<file path="config.mk">
export PLATFORM = sky130hd
export DESIGN_NAME = gpio_irq_bank
export DESIGN_NICKNAME = d
export VERILOG_FILES = /design/src/rtl/gpio_irq_pkg.sv /design/src/rtl/gpio_pin_cond.sv /design/src/rtl/gpio_irq_det.sv /design/src/rtl/gpio_irq_bank.sv
export SDC_FILE = /design/constraint.sdc
export NUM_CORES = 1
export LEC_CHECK = 0
export BUFFER_PORTS_ARGS = -buffer_cell sky130_fd_sc_hd__buf_2
export CAP_MARGIN = 20
export CELL_PAD_IN_SITES_DETAIL_PLACEMENT = 0
export CELL_PAD_IN_SITES_GLOBAL_PLACEMENT = 1
export CORE_UTILIZATION = 43
export CTS_BUF_LIST = sky130_fd_sc_hd__clkbuf_16
export CTS_CLUSTER_SIZE = 25
export DETAILED_ROUTE_END_ITERATION = 6
export GPL_TIMING_DRIVEN = 1
export HOLD_SLACK_MARGIN = 0.03
export PLACE_DENSITY = 0.82
export RECOVER_POWER = 100
export SLEW_MARGIN = 10
export SYNTH_ARGS = -nofsm -noshare
export SYNTH_HDL_FRONTEND = slang
export SYNTH_SLANG_ARGS = --single-unit
</file>
<file path="constraint.sdc">
create_clock -name clk -period 1.45 [get_ports clk]
set_input_delay 0.0725 -clock clk [delete_from_list [all_inputs] [get_ports clk]]
set_output_delay 0.0725 -clock clk [all_outputs]
set_load 0.005 [all_outputs]
</file>
<file path="src/rtl/gpio_irq_pkg.sv">
package gpio_irq_pkg;

  localparam int unsigned NPIN = 8;

  // port window
  localparam logic [6:0] A_OUTVAL = 7'h00;
  localparam logic [6:0] A_DRIVE  = 7'h10;
  // interrupt window, base 0x40
  localparam logic [6:0] IRQ_BASE = 7'h40;
  localparam logic [6:0] A_MODE   = IRQ_BASE + 7'h00;
  localparam logic [6:0] A_POL    = IRQ_BASE + 7'h04;
  localparam logic [6:0] A_CLR    = IRQ_BASE + 7'h08;
  localparam logic [6:0] A_MASK   = IRQ_BASE + 7'h0C;
  localparam logic [6:0] A_MSTAT  = IRQ_BASE + 7'h10;
  localparam logic [6:0] A_RSTAT  = IRQ_BASE + 7'h14;
  localparam logic [6:0] A_FILT   = IRQ_BASE + 7'h18;

  // level match for one pin: pol 1 = high active
  function automatic logic level_hit(input logic pol, input logic lvl);
    return pol ? lvl : ~lvl;
  endfunction

  // edge match for one pin: pol 1 = rising
  function automatic logic edge_hit(input logic pol, input logic now_v,
                                    input logic old_v);
    return pol ? (now_v & ~old_v) : (~now_v & old_v);
  endfunction

  // value seen on a read of the output-value register
  function automatic logic [NPIN-1:0] port_view(input logic [NPIN-1:0] drv,
                                                input logic [NPIN-1:0] outv,
                                                input logic [NPIN-1:0] inv);
    return (drv & outv) | (~drv & inv);
  endfunction

endpackage

</file>
<file path="src/rtl/gpio_pin_cond.sv">
module gpio_pin_cond #(
  parameter int unsigned DEB_CYCLES = 16
) (
  input  logic clk,
  input  logic rst_n,
  input  logic pin_raw,
  input  logic filt_en,
  output logic sync_o,
  output logic qual_o
);
  localparam int unsigned CNT_W = (DEB_CYCLES > 2) ? $clog2(DEB_CYCLES) : 1;
  localparam logic [CNT_W-1:0] CNT_LAST = CNT_W'(DEB_CYCLES - 1);

  logic s1_q, s2_q;
  logic deb_q;
  logic [CNT_W-1:0] cnt_q;
  logic differs;

  always_ff @(posedge clk or negedge rst_n) begin
    if (!rst_n) begin
      s1_q <= 1'b0;
      s2_q <= 1'b0;
    end else begin
      s1_q <= pin_raw;
      s2_q <= s1_q;
    end
  end

  assign differs = (s2_q != deb_q);

  always_ff @(posedge clk or negedge rst_n) begin
    if (!rst_n) begin
      deb_q <= 1'b0;
      cnt_q <= '0;
    end else if (!differs) begin
      cnt_q <= '0;
    end else if (cnt_q == CNT_LAST) begin
      deb_q <= s2_q;
      cnt_q <= '0;
    end else begin
      cnt_q <= cnt_q + 1'b1;
    end
  end

  assign sync_o = s2_q;
  assign qual_o = filt_en ? deb_q : s2_q;

  // the filtered level never moves while the input agrees with it
  p_filter_hold_r9: assert property (@(posedge clk) disable iff (!rst_n)
    (s2_q == deb_q) |=> $stable(deb_q));

endmodule

</file>
<file path="src/rtl/gpio_irq_det.sv">
module gpio_irq_det
  import gpio_irq_pkg::*;
(
  input  logic clk,
  input  logic rst_n,
  input  logic qual,
  input  logic mode_edge,
  input  logic pol,
  input  logic mask,
  input  logic clr,
  output logic raw_o
);
  logic prev_q;
  logic latch_q;
  logic edge_evt;
  logic capture;
  logic latch_d;

  assign edge_evt = edge_hit(pol, qual, prev_q);
  assign capture  = edge_evt & mask & mode_edge;

  always_comb begin
    if (!mode_edge) latch_d = 1'b0;
    else            latch_d = (latch_q & ~clr) | capture;
  end

  always_ff @(posedge clk or negedge rst_n) begin
    if (!rst_n) begin
      prev_q  <= 1'b0;
      latch_q <= 1'b0;
    end else begin
      prev_q  <= qual;
      latch_q <= latch_d;
    end
  end

  assign raw_o = mode_edge ? latch_q : level_hit(pol, qual);

  // a masked pin never gains a latched event
  p_no_capture_masked_r7: assert property (@(posedge clk) disable iff (!rst_n)
    (!mask && !latch_q) |=> !latch_q);
  // a clear without a coincident event empties the latch
  p_clear_empties_r5: assert property (@(posedge clk) disable iff (!rst_n)
    (clr && !edge_evt) |=> !latch_q);
  // a qualifying event wins over a same-cycle clear
  p_event_wins_r5: assert property (@(posedge clk) disable iff (!rst_n)
    (edge_evt && mask && mode_edge) |=> latch_q);
  // a latched event holds until cleared or the mode leaves edge
  p_latch_holds_r4: assert property (@(posedge clk) disable iff (!rst_n)
    (latch_q && !clr && mode_edge) |=> latch_q);

endmodule

</file>
<file path="src/rtl/gpio_irq_bank.sv">
module gpio_irq_bank
  import gpio_irq_pkg::*;
#(
  parameter int unsigned DEB_CYCLES = 16
) (
  input  logic       clk,
  input  logic       rst_n,
  input  logic [6:0] bus_addr,
  input  logic       bus_we,
  input  logic [7:0] bus_wdata,
  output logic [7:0] bus_rdata,
  input  logic [7:0] pin_in,
  output logic [7:0] pin_out,
  output logic [7:0] pin_oe,
  output logic [7:0] irq_pin,
  output logic       irq_any
);
  logic [NPIN-1:0] outv_q, drive_q, mode_q, pol_q, mask_q, filt_q;
  logic [NPIN-1:0] clr_pulse;
  logic [NPIN-1:0] sync_v, qual_v, raw_v, mstat_v;

  always_ff @(posedge clk or negedge rst_n) begin
    if (!rst_n) begin
      outv_q  <= '0;
      drive_q <= '0;
      mode_q  <= '0;
      pol_q   <= '0;
      mask_q  <= '0;
      filt_q  <= '0;
    end else if (bus_we) begin
      unique case (bus_addr)
        A_OUTVAL: outv_q  <= bus_wdata;
        A_DRIVE:  drive_q <= bus_wdata;
        A_MODE:   mode_q  <= bus_wdata;
        A_POL:    pol_q   <= bus_wdata;
        A_MASK:   mask_q  <= bus_wdata;
        A_FILT:   filt_q  <= bus_wdata;
        default:  ;
      endcase
    end
  end

  assign clr_pulse = (bus_we && bus_addr == A_CLR) ? bus_wdata : '0;

  for (genvar n = 0; n < NPIN; n++) begin : g_pin
    gpio_pin_cond #(.DEB_CYCLES(DEB_CYCLES)) u_cond (
      .clk     (clk),
      .rst_n   (rst_n),
      .pin_raw (pin_in[n]),
      .filt_en (filt_q[n]),
      .sync_o  (sync_v[n]),
      .qual_o  (qual_v[n])
    );
    gpio_irq_det u_det (
      .clk       (clk),
      .rst_n     (rst_n),
      .qual      (qual_v[n]),
      .mode_edge (mode_q[n]),
      .pol       (pol_q[n]),
      .mask      (mask_q[n]),
      .clr       (clr_pulse[n]),
      .raw_o     (raw_v[n])
    );
  end

  assign mstat_v = raw_v & mask_q;

  always_comb begin
    unique case (bus_addr)
      A_OUTVAL: bus_rdata = port_view(drive_q, outv_q, sync_v);
      A_DRIVE:  bus_rdata = drive_q;
      A_MODE:   bus_rdata = mode_q;
      A_POL:    bus_rdata = pol_q;
      A_MASK:   bus_rdata = mask_q;
      A_MSTAT:  bus_rdata = mstat_v;
      A_RSTAT:  bus_rdata = raw_v;
      A_FILT:   bus_rdata = filt_q;
      default:  bus_rdata = '0;
    endcase
  end

  assign pin_out = outv_q;
  assign pin_oe  = drive_q;
  assign irq_pin = mstat_v;
  assign irq_any = |mstat_v;

  // the combined line agrees with the per-pin lines
  p_any_matches_r6: assert property (@(posedge clk) disable iff (!rst_n)
    irq_any == (irq_pin != 8'h00));
  // no per-pin line is raised for a masked pin
  p_pin_masked_r6: assert property (@(posedge clk) disable iff (!rst_n)
    (irq_pin & ~mask_q) == 8'h00);

endmodule

</file>
==> run_results.csv <==
group,metric,value,unit
final_layout,number_of_diodes_added_for_antenna_fixing,0,
power_and_ir_drop,post-layout-total-power,0.00868,W
detailed_routing,detail_route.wl_per_cell,17.2,µm
clocking,clock-sinks,120,
hold_path,hold_path.class,"input port to flip-flop",
synth,synth_ff_type,"dfrtp_1",
detailed_routing,via_count,4898,
global_route,antenna_violations_before_repair,0,
floorplanning,starting_utilization_of_the_core_area,44.1,%
setup_path,crit_type,"flip-flop to primary output",
synth,synth_seq_area_share,51.4,%
sta,maxSlewHeadroom,42.6,%
detailed_routing,drc,0,
synth,yosys.area.top_type_share,51.4,%
power_and_ir_drop,power_per_cell_area,1070,mW/mm²
synth,postSynth.asyncResetShare,100,%
detailed_routing,routed_via_density,5.36,
synth,yosysWarningCount,0,
synth,largest_area_contributor_in_the_synthesized_netlist,"dfrtp_1",
setup_path,crit_slowest_cell,"or4_4",
detailed_routing,drtIter0Drc,325,
final_layout,non_filler_cells_in_the_finished_layout,914,
synth,synth_top_cells_by_count,"dfrtp_1 (120), mux2_2 (54), nor2_1 (43)",
synth,synth_enable_flop_cells,0,
detailed_routing,wirelength,15.7,mm
run_status,outcome,"finished, violations left",
setup_path,critical_path.endpoint_type,"primary output",
sta,final_hold_viol_count,0,
global_route,pin_count_of_the_biggest_net_entering_global_routing,33,
synth,syn-num-nets,558,
clocking,clockRootBuffer,"clkbuf_16",
synth,synthTopCellsByArea,"dfrtp_1 (51%), mux2_2 (10%), a21oi_1 (3.3%)",
sta,timing_worst_slew_pin_value,0.861,ns
job,maxCapViolations,0,
placement,dpl.hpwl,10.7,mm
setup_path,ff2ff_path_depth,5,
setup_path,timing.critical_path.required,1.38,ns
floorplanning,die_height,119,µm
floorplanning,io_pins,59,
setup_path,cp_arrival,2.06,ns
final_layout,utilization,61.5,%
final_layout,layout-drive-gt1-share,40.1,%
floorplanning,core_area,0.0132,mm²
synth,postSynthRegisterBits,120,
sta,setup_viol,17,
global_route,grt_util_overall,23.9,%
global_route,grt_pass1_vias,5163,
clocking,cts_made_buffers,17,
setup_path,crit_fanout,2,
detailed_routing,final_antenna_net_count,0,
floorplanning,die_w,119,µm
detailed_routing,firstDrtPassIters,4,
clocking,clkLatencyLatePin,0.42,ns
power_and_ir_drop,ir_worst_vdd,842,µV
clocking,clk_pin_slew_worst_paths,0.05,ns
setup_path,crit_path_cell_trace,"mux2i_2 -> mux2_4 -> o22ai_4 -> or4_4 -> buf_6",
placement,dp_cells,856,
run_status,failed_checks,"setup timing",
sta,report.final.slew_viol_count,0,
final_layout,design.final.nets,762,
setup_path,worst_path_largest_cell_delay,0.51,ns
power_and_ir_drop,static-leakage-power,3.91,nW
placement,place.port_buffers,58,
placement,dpl_worst_slack,-0.329,ns
sta,period_needed,2.13,ns
synth,synth_area_per_cell,11.1,µm²
sta,layout_worst_path_cycle_share,147,%
setup_path,timing.critical_path.from_type,"flip-flop",
synth,ys_types,44,
sta,setup_skew,0.00397,ns
placement,routabilityCongestion,0.888,
synth,gate_count_of_the_mapped_netlist,524,
hold_path,worst_hold_path.num_cells,5,
clocking,htree_num_levels,4,
floorplanning,floorplan.die_area,0.0140,mm²
global_route,grt_first_pass_wirelength,25.6,mm
global_route,grt_overflow_total,0,
final_layout,syn_to_final_growth,39.6,%
sta,final_critical_path_setup_slack,-0.682,ns
synth,synthesis.area,0.00584,mm²
sta,fmaxAchievable,0.469,GHz
clocking,max-clock-path-buffers,2,
synth,post-synth-top-count-cell,"dfrtp_1",
sta,rsz0062_at_grt,"true",
floorplanning,num_rows,42,
clocking,tritoncts,"built",
==> cell families after synthesis <==
kind of cell / count (synthesis) / synth area share [%]
buffers and inverters: 48 / 3.28
adder cells (fa/ha/maj): 8 / 1.71
AND/OR/NAND/NOR: 142 / 14.9
multiplexers: 73 / 13.8
XOR/XNOR: 16 / 2.40
AO/OA/AOI/OAI: 117 / 12.5
flip-flops: 120 / 51.4
==> metal layers <==
metal | up-vias | track usage [%] | share of wire [%]
met4 | 0 | 10.8 | 2.5
met3 | 28 | 5.12 | 4.9
met2 | 117 | 40.6 | 51
li1 | 2295 | - | -
met1 | 2458 | 29.0 | 42
met5 | - | 0 | 0
==> worst max-delay path, delay by kind of cell, from the launching register on <==
kind            cells  cell delay, ns
simple gates        1            0.51
buf+inv             1            0.13
mux                 2            0.55
flops               1            0.38
compound gates      1            0.07
==> flip-flops by register name, summed over array words and instances (netlist names) <==
register             cells
g_pin.u_cond.cnt_q      32
filt_q                   8
g_pin.u_cond.deb_q       8
g_pin.u_cond.s1_q        8
g_pin.u_cond.sync_o      8
g_pin.u_det.latch_q      8
g_pin.u_det.prev_q       8
mask_q                   8
mode_q                   8
pin_oe                   8
pin_out                  8
pol_q                    8
==> cell usage in the layout, fill, tap and decap left out, drive strengths merged, types with 9 or more instances in the layout <==
cell type	count
a21oi	38
buf	172
clkbuf	24
dfrtp	120
dlygate4sd3	17
inv	41
mux2	56
mux2i	17
nand2	11
nand2b	17
nand3	13
nand4b	9
nor2	43
nor2b	24
nor3b	11
o21ai	29
o22ai	10
xnor2	16
==> what timing repair did <==
action                                 4_1_cts  5_1_grt
setup endpoints to repair                   17       20
pin swaps                                   12       21
endpoints found under the hold margin      162        0
hold buffers                                17        0
gates resized for setup                     36       21
buffers inserted                            10       10
==> layout make-up <==
type | instances | area, µm²
Sequential cell | 120 | 3000
Timing Repair Buffer | 196 | 1470
Clock inverter | 12 | 50.0
Fill cell | 1073 | 5090
Tap cell | 176 | 220
Clock buffer | 17 | 425
Multi-Input combinational cell | 356 | 2840
Inverter | 37 | 139
==> where the power goes <==
group	switching (W)	total, W	internal (W)
logic	0.000658	0.00148	0.000824
clock network	0.00138	0.00346	0.00207
registers	0.000183	0.00374	0.00356
total	0.00222	0.00868	0.00646
==> metrics by stage <==
stage | area [µm²] | setup TNS (ns) | hold WS [ns]
after floorplan | 5860 | -0.0502 | -0.223
after global placement | 7240 | -3.75 | 0.0511
after detailed placement | 7240 | -4.33 | 0.0630
after CTS | 8100 | -8.14 | 0.161
after global routing | 8150 | -10.21 | 0.274
final | 8150 | -8.49 | 0.258
==> path summary, 6_finish.rpt <==
kind	start	endpoint	slack, ns
max reg2reg	filt_q[1]$_DFFE_PN0P_	g_pin[1].u_det.latch_q$_DFF_PN0_	0.10
max in group asynchronous	rst_n	g_pin[5].u_cond.cnt_q[3]$_DFF_PN0_	0.15
min reg2reg	g_pin[3].u_cond.s1_q$_DFF_PN0_	g_pin[3].u_cond.sync_o$_DFF_PN0_	0.36
min in group asynchronous	rst_n	g_pin[1].u_cond.cnt_q[3]$_DFF_PN0_	0.29
max	filt_q[1]$_DFFE_PN0P_	irq_any	-0.68
min	bus_addr[1]	pin_oe[4]$_DFFE_PN0P_	0.26
Power figures use the tool's default switching activity.
